### src/rtl/clkstop_pkg.sv
package clkstop_pkg;

    typedef enum logic [1:0] {
        SEQ_OFF    = 2'd0,
        SEQ_WAIT   = 2'd1,
        SEQ_ACTIVE = 2'd2,
        SEQ_PDOWN  = 2'd3
    } seq_state_e;

    typedef enum logic [1:0] {
        GATE_OFF  = 2'd0,
        GATE_RUN  = 2'd1,
        GATE_PARK = 2'd2,
        GATE_TRI  = 2'd3
    } gate_e;

    // Parking style selected by a per-output drive-mode bit.
    function automatic gate_e park_mode(input logic tri_sel);
        return tri_sel ? GATE_TRI : GATE_PARK;
    endfunction

endpackage

### src/rtl/clkstop_seq.sv
module clkstop_seq
    import clkstop_pkg::*;
#(
    parameter int DLY_W  = 18,
    parameter int PD_WIN = 1000
) (
    input  logic             clk,
    input  logic             rst_n,
    input  logic             pwrgd_n,
    input  logic             pwr_dn,
    input  logic             strap_in,
    input  logic [DLY_W-1:0] cfg_delay,
    output logic             out_en,
    output logic             pd_now,
    output logic             strap_q
);

    seq_state_e       state_q, state_d;
    logic [DLY_W-1:0] cnt_q, cnt_d;
    logic             boot_q, boot_d;
    logic             strap_d;
    logic             in_win;
    logic             delay_done;

    assign in_win     = (32'(cnt_q) < 32'(PD_WIN));
    assign delay_done = (cnt_q == cfg_delay);

    // State register
    always_ff @(posedge clk or negedge rst_n) begin
        if (!rst_n) begin
            state_q <= SEQ_OFF;
            cnt_q   <= '0;
            boot_q  <= 1'b0;
            strap_q <= 1'b0;
        end else begin
            state_q <= state_d;
            cnt_q   <= cnt_d;
            boot_q  <= boot_d;
            strap_q <= strap_d;
        end
    end

    // Next-state logic
    always_comb begin
        state_d = state_q;
        cnt_d   = cnt_q;
        boot_d  = boot_q;
        strap_d = strap_q;
        unique case (state_q)
            SEQ_OFF: begin
                if (!pwrgd_n) begin
                    state_d = SEQ_WAIT;
                    cnt_d   = '0;
                    boot_d  = 1'b0;
                    strap_d = strap_in;
                end
            end
            SEQ_WAIT: begin
                if (pwrgd_n) begin
                    state_d = SEQ_OFF;
                end else begin
                    boot_d = boot_q | (pwr_dn & in_win);
                    if (delay_done) begin
                        state_d = boot_d ? SEQ_PDOWN : SEQ_ACTIVE;
                    end else begin
                        cnt_d = cnt_q + 1'b1;
                    end
                end
            end
            SEQ_ACTIVE: begin
                if (pwr_dn) state_d = SEQ_PDOWN;
            end
            SEQ_PDOWN: begin
                if (!pwr_dn) state_d = SEQ_ACTIVE;
            end
        endcase
    end

    // Outputs
    always_comb begin
        out_en = 1'b0;
        pd_now = 1'b0;
        unique case (state_q)
            SEQ_OFF, SEQ_WAIT: begin
                out_en = 1'b0;
                pd_now = 1'b0;
            end
            SEQ_ACTIVE: begin
                out_en = 1'b1;
                pd_now = 1'b0;
            end
            SEQ_PDOWN: begin
                out_en = 1'b1;
                pd_now = 1'b1;
            end
        endcase
    end

endmodule

### src/rtl/clkstop_pair.sv
module clkstop_pair
    import clkstop_pkg::*;
(
    input  logic clk,
    input  logic rst_n,
    input  logic ref_in,
    input  logic out_en,
    input  logic pd_now,
    input  logic cpu_role,
    input  logic cpu_stop,
    input  logic pci_stop,
    input  logic req_a_off,
    input  logic req_b_off,
    input  logic cfg_stoppable,
    input  logic cfg_pd_tri,
    input  logic cfg_stop_tri,
    input  logic cfg_req_a,
    input  logic cfg_req_b,
    input  logic cfg_pcistop,
    output logic out_t,
    output logic out_c,
    output logic out_oe
);

    gate_e gate_q, gate_d;
    logic  src_halt;
    logic  cpu_halt;

    always_comb begin
        src_halt = (req_a_off & cfg_req_a) | (req_b_off & cfg_req_b) |
                   (pci_stop & cfg_pcistop);
        cpu_halt = cpu_stop & cfg_stoppable;
        if (!out_en) begin
            gate_d = GATE_OFF;
        end else if (pd_now) begin
            gate_d = park_mode(cfg_pd_tri);
        end else if (cpu_role) begin
            gate_d = cpu_halt ? park_mode(cfg_stop_tri) : GATE_RUN;
        end else begin
            gate_d = src_halt ? park_mode(cfg_stop_tri) : GATE_RUN;
        end
    end

    // Gate reloads only while the reference is low: no runt pulses.
    always_ff @(posedge clk or negedge rst_n) begin
        if (!rst_n) begin
            gate_q <= GATE_OFF;
        end else if (!ref_in) begin
            gate_q <= gate_d;
        end
    end

    always_comb begin
        out_t  = 1'b0;
        out_c  = 1'b0;
        out_oe = 1'b0;
        unique case (gate_q)
            GATE_RUN: begin
                out_t  = ref_in;
                out_c  = ~ref_in;
                out_oe = 1'b1;
            end
            GATE_PARK: begin
                out_t  = 1'b1;
                out_c  = 1'b0;
                out_oe = 1'b1;
            end
            GATE_OFF, GATE_TRI: begin
                out_t  = 1'b0;
                out_c  = 1'b0;
                out_oe = 1'b0;
            end
        endcase
    end

endmodule

### src/rtl/clkstop_pci.sv
module clkstop_pci
    import clkstop_pkg::*;
(
    input  logic clk,
    input  logic rst_n,
    input  logic ref_in,
    input  logic out_en,
    input  logic pd_now,
    input  logic pci_stop,
    input  logic cfg_en,
    input  logic cfg_stoppable,
    output logic out_clk,
    output logic out_oe
);

    gate_e gate_q, gate_d;

    always_comb begin
        if (!out_en || !cfg_en) begin
            gate_d = GATE_OFF;
        end else if (pd_now || (pci_stop && cfg_stoppable)) begin
            gate_d = GATE_PARK;
        end else begin
            gate_d = GATE_RUN;
        end
    end

    always_ff @(posedge clk or negedge rst_n) begin
        if (!rst_n) begin
            gate_q <= GATE_OFF;
        end else if (!ref_in) begin
            gate_q <= gate_d;
        end
    end

    always_comb begin
        out_clk = 1'b0;
        out_oe  = 1'b0;
        unique case (gate_q)
            GATE_RUN: begin
                out_clk = ref_in;
                out_oe  = 1'b1;
            end
            GATE_PARK: begin
                out_clk = 1'b0;
                out_oe  = 1'b1;
            end
            GATE_OFF, GATE_TRI: begin
                out_clk = 1'b0;
                out_oe  = 1'b0;
            end
        endcase
    end

endmodule

### src/rtl/clkstop_top.sv
module clkstop_top #(
    parameter int N_CPU  = 2,
    parameter int N_SRC  = 7,
    parameter int N_PCI  = 4,
    parameter int DLY_W  = 18,
    parameter int PD_WIN = 1000,
    localparam int NP    = N_CPU + N_SRC + 1
) (
    input  logic             clk,
    input  logic             rst_n,
    input  logic             pwrgd_n,
    input  logic             strap_shared_cpu,
    input  logic [DLY_W-1:0] cfg_delay,
    input  logic             cpu_ref,
    input  logic             src_ref,
    input  logic             pci_ref,
    input  logic             cpu_stop_n,
    input  logic             pci_stop_n,
    input  logic             pwr_dn,
    input  logic             req_a_n,
    input  logic             req_b_n,
    input  logic [NP-1:0]    cfg_stoppable,
    input  logic [NP-1:0]    cfg_pd_tri,
    input  logic [NP-1:0]    cfg_stop_tri,
    input  logic [NP-1:0]    cfg_req_a,
    input  logic [NP-1:0]    cfg_req_b,
    input  logic [NP-1:0]    cfg_pcistop,
    input  logic [N_PCI-1:0] cfg_pci_en,
    input  logic [N_PCI-1:0] cfg_pci_stoppable,
    output logic [NP-1:0]    pair_t,
    output logic [NP-1:0]    pair_c,
    output logic [NP-1:0]    pair_oe,
    output logic [N_PCI-1:0] pci_clk,
    output logic [N_PCI-1:0] pci_oe
);

    localparam int SH = NP - 1;

    logic out_en;
    logic pd_now;
    logic strap_q;
    logic cpu_stop;
    logic pci_stop;

    assign cpu_stop = ~cpu_stop_n;
    assign pci_stop = ~pci_stop_n;

    clkstop_seq #(
        .DLY_W  (DLY_W),
        .PD_WIN (PD_WIN)
    ) u_seq (
        .clk       (clk),
        .rst_n     (rst_n),
        .pwrgd_n   (pwrgd_n),
        .pwr_dn    (pwr_dn),
        .strap_in  (strap_shared_cpu),
        .cfg_delay (cfg_delay),
        .out_en    (out_en),
        .pd_now    (pd_now),
        .strap_q   (strap_q)
    );

    for (genvar i = 0; i < NP; i++) begin : g_pair
        logic role_cpu;
        logic pref;
        if (i < N_CPU) begin : g_cpu
            assign role_cpu = 1'b1;
        end else if (i == SH) begin : g_shared
            assign role_cpu = strap_q;
        end else begin : g_src
            assign role_cpu = 1'b0;
        end
        assign pref = role_cpu ? cpu_ref : src_ref;

        clkstop_pair u_pair (
            .clk           (clk),
            .rst_n         (rst_n),
            .ref_in        (pref),
            .out_en        (out_en),
            .pd_now        (pd_now),
            .cpu_role      (role_cpu),
            .cpu_stop      (cpu_stop),
            .pci_stop      (pci_stop),
            .req_a_off     (req_a_n),
            .req_b_off     (req_b_n),
            .cfg_stoppable (cfg_stoppable[i]),
            .cfg_pd_tri    (cfg_pd_tri[i]),
            .cfg_stop_tri  (cfg_stop_tri[i]),
            .cfg_req_a     (cfg_req_a[i]),
            .cfg_req_b     (cfg_req_b[i]),
            .cfg_pcistop   (cfg_pcistop[i]),
            .out_t         (pair_t[i]),
            .out_c         (pair_c[i]),
            .out_oe        (pair_oe[i])
        );
    end

    for (genvar k = 0; k < N_PCI; k++) begin : g_pci
        clkstop_pci u_pci (
            .clk           (clk),
            .rst_n         (rst_n),
            .ref_in        (pci_ref),
            .out_en        (out_en),
            .pd_now        (pd_now),
            .pci_stop      (pci_stop),
            .cfg_en        (cfg_pci_en[k]),
            .cfg_stoppable (cfg_pci_stoppable[k]),
            .out_clk       (pci_clk[k]),
            .out_oe        (pci_oe[k])
        );
    end

endmodule

### config.mk
export PLATFORM = sky130hd
export DESIGN_NAME = clkstop_top
export DESIGN_NICKNAME = d
export VERILOG_FILES = /design/src/rtl/clkstop_pkg.sv /design/src/rtl/clkstop_seq.sv /design/src/rtl/clkstop_pair.sv /design/src/rtl/clkstop_pci.sv /design/src/rtl/clkstop_top.sv
export SDC_FILE = /design/constraint.sdc
export NUM_CORES = 1
export LEC_CHECK = 0
export BUFFER_PORTS_ARGS = -buffer_cell sky130_fd_sc_hd__clkbuf_2
export CAP_MARGIN = 25
export CORE_MARGIN = 4
export CORE_UTILIZATION = 40
export DETAILED_ROUTE_END_ITERATION = 6
export PLACE_DENSITY = 0.74
export SLEW_MARGIN = 30
export SYNTH_ARGS = -nofsm -noshare
export SYNTH_HDL_FRONTEND = slang
export SYNTH_SLANG_ARGS = --single-unit
export TNS_END_PERCENT = 50
### constraint.sdc
create_clock -name clk -period 5.8 [get_ports clk]
set_input_delay 0.29 -clock clk [delete_from_list [all_inputs] [get_ports clk]]
set_output_delay 0.29 -clock clk [all_outputs]
set_load 0.005 [all_outputs]
After elaboration in Yosys (flattened, before gate mapping)
Index checks and enable logic that the tools add are counted.
- register bits after elaboration: 50
- output and inout bits: 38
- logic and storage cells: 320
- $add $sub $neg: 1
- order comparisons: 1
- equal/unequal tests: 52
- muxes and demuxes: 115
- bitwise logic cells: 51
- reductions and logical operators: 82
- operators by type and width (kind ; count):
    two-way mux 2 bit ; 45
    one-hot mux 1 bit (2 select lines) ; 31
    == test 2 bit, second input constant ; 30
    OR reduction 2 bit ; 30
    two-way mux 18 bit ; 3
    OR reduction 3 bit ; 15
    one-hot mux 18 bit (2 select lines) ; 1
    == test 2 x 1 -> 1 bit, second input constant ; 15
    zero test 2 bit ; 15
    one-hot mux 1 bit (3 select lines) ; 10
    AND 1 bit ; 28
    two-way mux 1 bit ; 24
    adder 18 x 1 -> 18 bit, second input constant ; 1
    == test 18 bit ; 1
    < comparator 18 x 10 -> 1 bit, second input constant ; 1
    bitwise OR 1 bit ; 17
    inequality test 2 bit, second input constant ; 5
    logical OR 1 bit ; 8
    one-hot mux 2 bit (4 select lines) ; 1
    AND reduction 4 bit ; 2
    NOT 1 bit ; 6
    zero test 1 bit ; 5
    logical AND 1 bit ; 4
    inequality test 3 x 2 -> 1 bit, second input constant ; 1
    other kinds (3) ; 3

Longest topological paths before layout
- depth after elaboration: 7
- mapped depth: 8
- depth with buffers taken out: 6

Modules after synthesis
A second synthesis with hierarchy kept.
- cells, all modules: 457
- area total of the unflattened synthesis: 3993.8 sq um
- modules (own cells, without submodules) (module ; times used ; cells an instance ; area an instance (sq um) ; sequential area each (sq um)):
    clkstop_pair ; 10 ; 21 ; 177.7 ; 50.0
    clkstop_seq ; 1 ; 190 ; 1651.6 ; 550.5
    clkstop_pci ; 4 ; 13 ; 133.9 ; 50.0
    clkstop_top ; 1 ; 5 ; 30.0 ; 0.0

Least setup slack after synthesis
OpenSTA, ideal clock, no wires.
- path type: reg-to-reg
- start point: reg u_seq.cnt_q[7]
- end point: reg u_seq.cnt_q[0]
- setup time: 126 ps
- arrival: 1840 ps
- data required time: 5674 ps
- path slack: 3833 ps
- stages on the path, launching flop included: 7
- period minus slack after synthesis: 1967 ps
- cell sequence: dfrtp_1 buf_6 xor2_1 or4_4 nor3_4 a2111oi_2 a311o_1
- word-level cells in the longest chain between the ends: 3
- RTL lines (element ; line ; text):
    start: declaration ; clkstop_seq.sv:19 ; logic [DLY_W-1:0] cnt_q, cnt_d;
    start signal: assignment ; clkstop_seq.sv:37 ; cnt_q <= cnt_d;
    == test 18 bit ; clkstop_seq.sv:26 ; assign delay_done = (cnt_q == cfg_delay);
    inequality test 2 bit (no source line) ; n/a ;
    AND reduction 4 bit (no source line) ; n/a ;
No other way between the ends.
A chain may end at the register's enable or synchronous reset.

Worst setup path after layout
- start point: reg u_seq.state_q[1]
- end point: reg u_seq.cnt_q[16]
- word-level cells in the longest chain between the ends: 3
- elaborated cells on any way between the ends: 8
- RTL lines (element ; line ; text):
    start: declaration ; clkstop_seq.sv:18 ; seq_state_e state_q, state_d;
    start signal: assignment ; clkstop_seq.sv:36 ; state_q <= state_d;
    == test 2 x 1 -> 1 bit or zero test 2 bit (tied branches) ; clkstop_seq.sv:49 ; unique case (state_q)
    inequality test 2 bit (no source line) or nonzero test 2 bit (tied branches) ; n/a ;
    AND reduction 4 bit (no source line) ; n/a ;
Several ways; a longest one is shown, not always the timed one.

==> impl_table.tex <==
\begin{tabular}{lr}
\hline
Metric & Value \\
\hline
\multicolumn{2}{l}{\textbf{Yosys}} \\
Cell type with the highest aggregate area in the netlist & dfrtp\_1 \\
Compound-Gate Fraction of Synth Area & 0.215 \\
Warning count from the yosys run & 0 \\
Fraction of synthesized cell area taken by the top area cell type & 0.290 \\
Post-synth EDFFs & 0 \\
Unique cell type count in the Yosys netlist & between 40 and 50 \\
Post-synthesis share of cell area spent on xor and xnor gates & 0.0366 \\
Synth Area per Inst & 8.11 um2 \\
Sequential fraction of the synthesis area & 0.290 \\
Multiplexer share of the synthesized area & 0.0285 \\
Gate count of the mapped netlist & 531 \\
Synth Area in Adders & 0.0988 \\
Synthesized area & 4310 um2 \\
Post-Synth Simple-Gate Area & 0.174 \\
Synth area leaders & dfrtp\_1 (29\%), ha\_1 (9.9\%), buf\_4 (6.8\%) \\
Syn Nets & about 660 \\
Flops \& latches, synth & 50 \\
Async set-or-reset flop fraction in the synthesized netlist & 1.00 \\
Dominant combinational cell family by area after synthesis & compound AO/OA/AOI/OAI gates \\
Top flip-flop cell by instance count after synthesis & dfrtp\_1 \\
\multicolumn{2}{l}{\textbf{Die}} \\
Initial cell density of the core & 0.414 \\
Die ar. & 12,500 um2 \\
Overall die height & 112 um \\
Die Span X & about 110 um \\
Core area & $\sim$10,000 um2 \\
FP Rows & 37 \\
I/O pin cnt & 136 \\
\multicolumn{2}{l}{\textbf{Critical path}} \\
R2R depth & 4 \\
CP endpoint kind & flip-flop \\
Element type at the critical path start & flip-flop \\
End of the worst register-to-register path & u\_seq.cnt\_q[16] \\
Type of the worst setup path & reg2reg \\
Worst endpoint data arrival time & between 2 and 3 ns \\
Critical path fanouts, max & 37 \\
Cell with the biggest individual delay on the critical path & dfrtp\_1 \\
Largest stage delay on the critical path & roughly 0.76 ns \\
R2R setup slack & 3.42 ns \\
Critical path destination & u\_seq.cnt\_q[16] \\
Required time of the critical path & around 6.0 ns \\
Beginning of the critical path & u\_seq.state\_q[1] \\
Crit path cell chain & or2\_2 > or3\_1 > a2111o\_1 > o211ai\_1 \\
Reg2reg start & u\_seq.state\_q[1] \\
\multicolumn{2}{l}{\textbf{Global routing}} \\
Remaining global-route overflow & 0 \\
Number of global-route vias before repair & approximately 4,000 \\
Antenna violations before repair & 0 \\
Wire length of the first global-routing pass & about 18,000 um \\
Maximum number of pins on one net before global-route repair & 51 \\
Gr usage total & 0.172 \\
\multicolumn{2}{l}{\textbf{Placement}} \\
DP Wirelength & around 7900 um \\
Final weighted congestion in routability-driven placement & a little under 1 \\
Placed Instances & approximately 700 \\
Quantity of I/O buffers inserted on ports & between 100 and 150 \\
Post-Place Worst Slack & 3.16 ns \\
DP Area & approximately 4600 um2 \\
\multicolumn{2}{l}{\textbf{STA}} \\
Final Hold Viols & 0 \\
Fin Clk Skew & slightly below 0.007 ns \\
Setup violations, final & 0 \\
Total Neg Setup Slack & 0 ns \\
Final worst path period need & around 2.4 ns \\
Fmax & about 420 MHz \\
Minimum hold slack & approximately 0.075 ns \\
Worst-margin pin slew & about 0.97 ns \\
Final worst setup slack & around 3.4 ns \\
Final period utilization & 0.410 \\
RSZ-0062 raised after global routing & no \\
Fin. max-slew vios & 0 \\
Max transition margin & 0.352 \\
\multicolumn{2}{l}{\textbf{Flow run}} \\
Number of max-capacitance violations reported & 0 \\
\multicolumn{2}{l}{\textbf{Final layout}} \\
Cell Count, Final, Fillers Out & approximately 720 \\
Most common library cell in the layout ignoring fill and taps & clkbuf\_2 \\
Layout-stage area growth over the synthesis result & 10.5\% \\
Fill cell count & 1,015 \\
Layout net count & between 700 and 800 \\
Final cell area excluding filler cells & about 4800 um2 \\
Antenna cells & 0 \\
Fin util & 0.457 \\
Most frequent cells in the layout & clkbuf\_2 (122), nand2\_1 (58), inv\_1 (55), dfrtp\_1 (50), o21ai\_0 (49) \\
Ratio of cells with drive above 1 in the final layout & 0.262 \\
\multicolumn{2}{l}{\textbf{CTS}} \\
Clock insertion delay at the later pin of the skew report & approximately 0.30 ns \\
Sinks on Clock Net & 50 \\
Post-CTS resize count & 0 \\
Cts bufs inserted & 5 \\
Clock-pin slew on the worst setup and hold paths & roughly 0.090 ns \\
Clock tree from TritonCTS & built \\
CTS H-tree lvls & 2 \\
Clock root buffer & clkbuf\_8 \\
Hold buffer count at CTS & 0 \\
Number of buffers on the longest clock path & 2 \\
Number of setup buffers added after CTS & 0 \\
\multicolumn{2}{l}{\textbf{Route}} \\
Routed wire per std cell & 14.9 um \\
Remaining antenna violation count after routing & 0 \\
Count of vias placed by the detailed router & $\sim$3,900 \\
Count of unresolved DRC violations after routing & 0 \\
Total Routed Length & between 10,000 and 15,000 um \\
Number of iterations in the first detailed-routing pass & 5 \\
DRC marker count from the first detailed-route iteration & around 220 \\
DR vias/cell & 5.38 \\
\multicolumn{2}{l}{\textbf{Power and ir drop}} \\
Total power consumption of the routed design & approximately 930 uW \\
Leakage & between 2 and 2.5 nW \\
Worst IR Drop VDD & roughly 140 uV \\
Ratio of total power to cell area & 196 nW/um2 \\
\multicolumn{2}{l}{\textbf{Run status}} \\
Outcome & complete, no violations \\
\multicolumn{2}{l}{\textbf{Worst hold path}} \\
Kind of path behind the tightest hold check & in2async \\
\hline
\end{tabular}
-- layout make-up --
class | count | area, um2 | share of cell area
inverters | 55 | 206 | 0.0434
clock inverters | 3 | 40.0 | 0.00841
well taps | 136 | 170 | 0.0358
flip-flops and latches | 50 | 1250 | 0.263
repair buffers | 125 | 637 | 0.134
clock buffers | 5 | 68.8 | 0.0145
multi-input cells | 349 | 2380 | 0.501
-- synthesized netlist by cell type, types with 2 or more instances --
master,instances
a21o_1,8
a2111oi_0,2
xnor2_1,2
clkbuf_1,28
nor2b_1,11
nand3_1,12
a21oi_1,11
ha_1,34
buf_4,39
buf_6,3
a211oi_1,8
nor4_1,6
a22o_1,4
and2_1,6
nor3b_1,2
o31ai_1,6
o2111ai_1,4
mux2_2,10
a2111o_1,4
nor2_1,22
or3_1,9
buf_2,7
nand4_1,4
or2_2,2
dfrtp_1,50
inv_1,55
nor4b_1,2
o211ai_1,18
xor2_1,16
a211oi_2,2
nand2_1,58
nor3_1,7
a211o_1,4
and3_1,4
a22oi_1,8
o21ai_0,49
a21oi_2,2
-- sequential cells by signal (all words and copies together), names as in the netlist --
name / flops
u_seq.boot_q: 1
u_seq.state_q: 2
g_pair.u_pair.gate_q: 20
u_seq.cnt_q: 18
u_seq.strap_q: 1
g_pci.u_pci.gate_q: 8
-- power breakdown --
part,internal (mW),switching (mW),leakage [nW]
Sequential,0.385,0.0646,0.685
Clock,0.127,0.117,0.0579
Combinational,0.100,0.137,1.58
-- cell families after synthesis --
family,after synthesis
adder cells (fa/ha/maj),34
flip-flops,50
buffers and inverters,132
AO/OA/AOI/OAI,135
XOR/XNOR,18
multiplexers,11
AND/OR/NAND/NOR,151
-- critical path: cells and delay by family (launching register included) --
kind            cells  cell delay [ns]
compound gates      2             0.40
flops               1             0.76
simple gates        2             1.13
-- worst min path at each step --
| stage | startpoint | endpoint | cells after the start |
|---|---|---|---|
| after detailed placement | rst_n | u_seq.cnt_q[13] | 2 |
| final | rst_n | u_seq.cnt_q[13] | 2 |
| after global placement | rst_n | u_seq.cnt_q[13] | 2 |
| after floorplan | rst_n | g_pair[0].u_pair.gate_q[0] | 0 |
| after global routing | rst_n | u_seq.cnt_q[17] | 2 |
| after CTS | rst_n | u_seq.cnt_q[13] | 2 |
-- routing by layer --
metal,vias up,global-route usage,routed length (um)
li1,1892,-,-
met1,1831,0.213,4610
met2,154,0.295,5210
met3,10,0.0391,888
met4,0,0.0543,95
met5,-,0,0
Note: power is estimated with default switching activity, not from simulation.
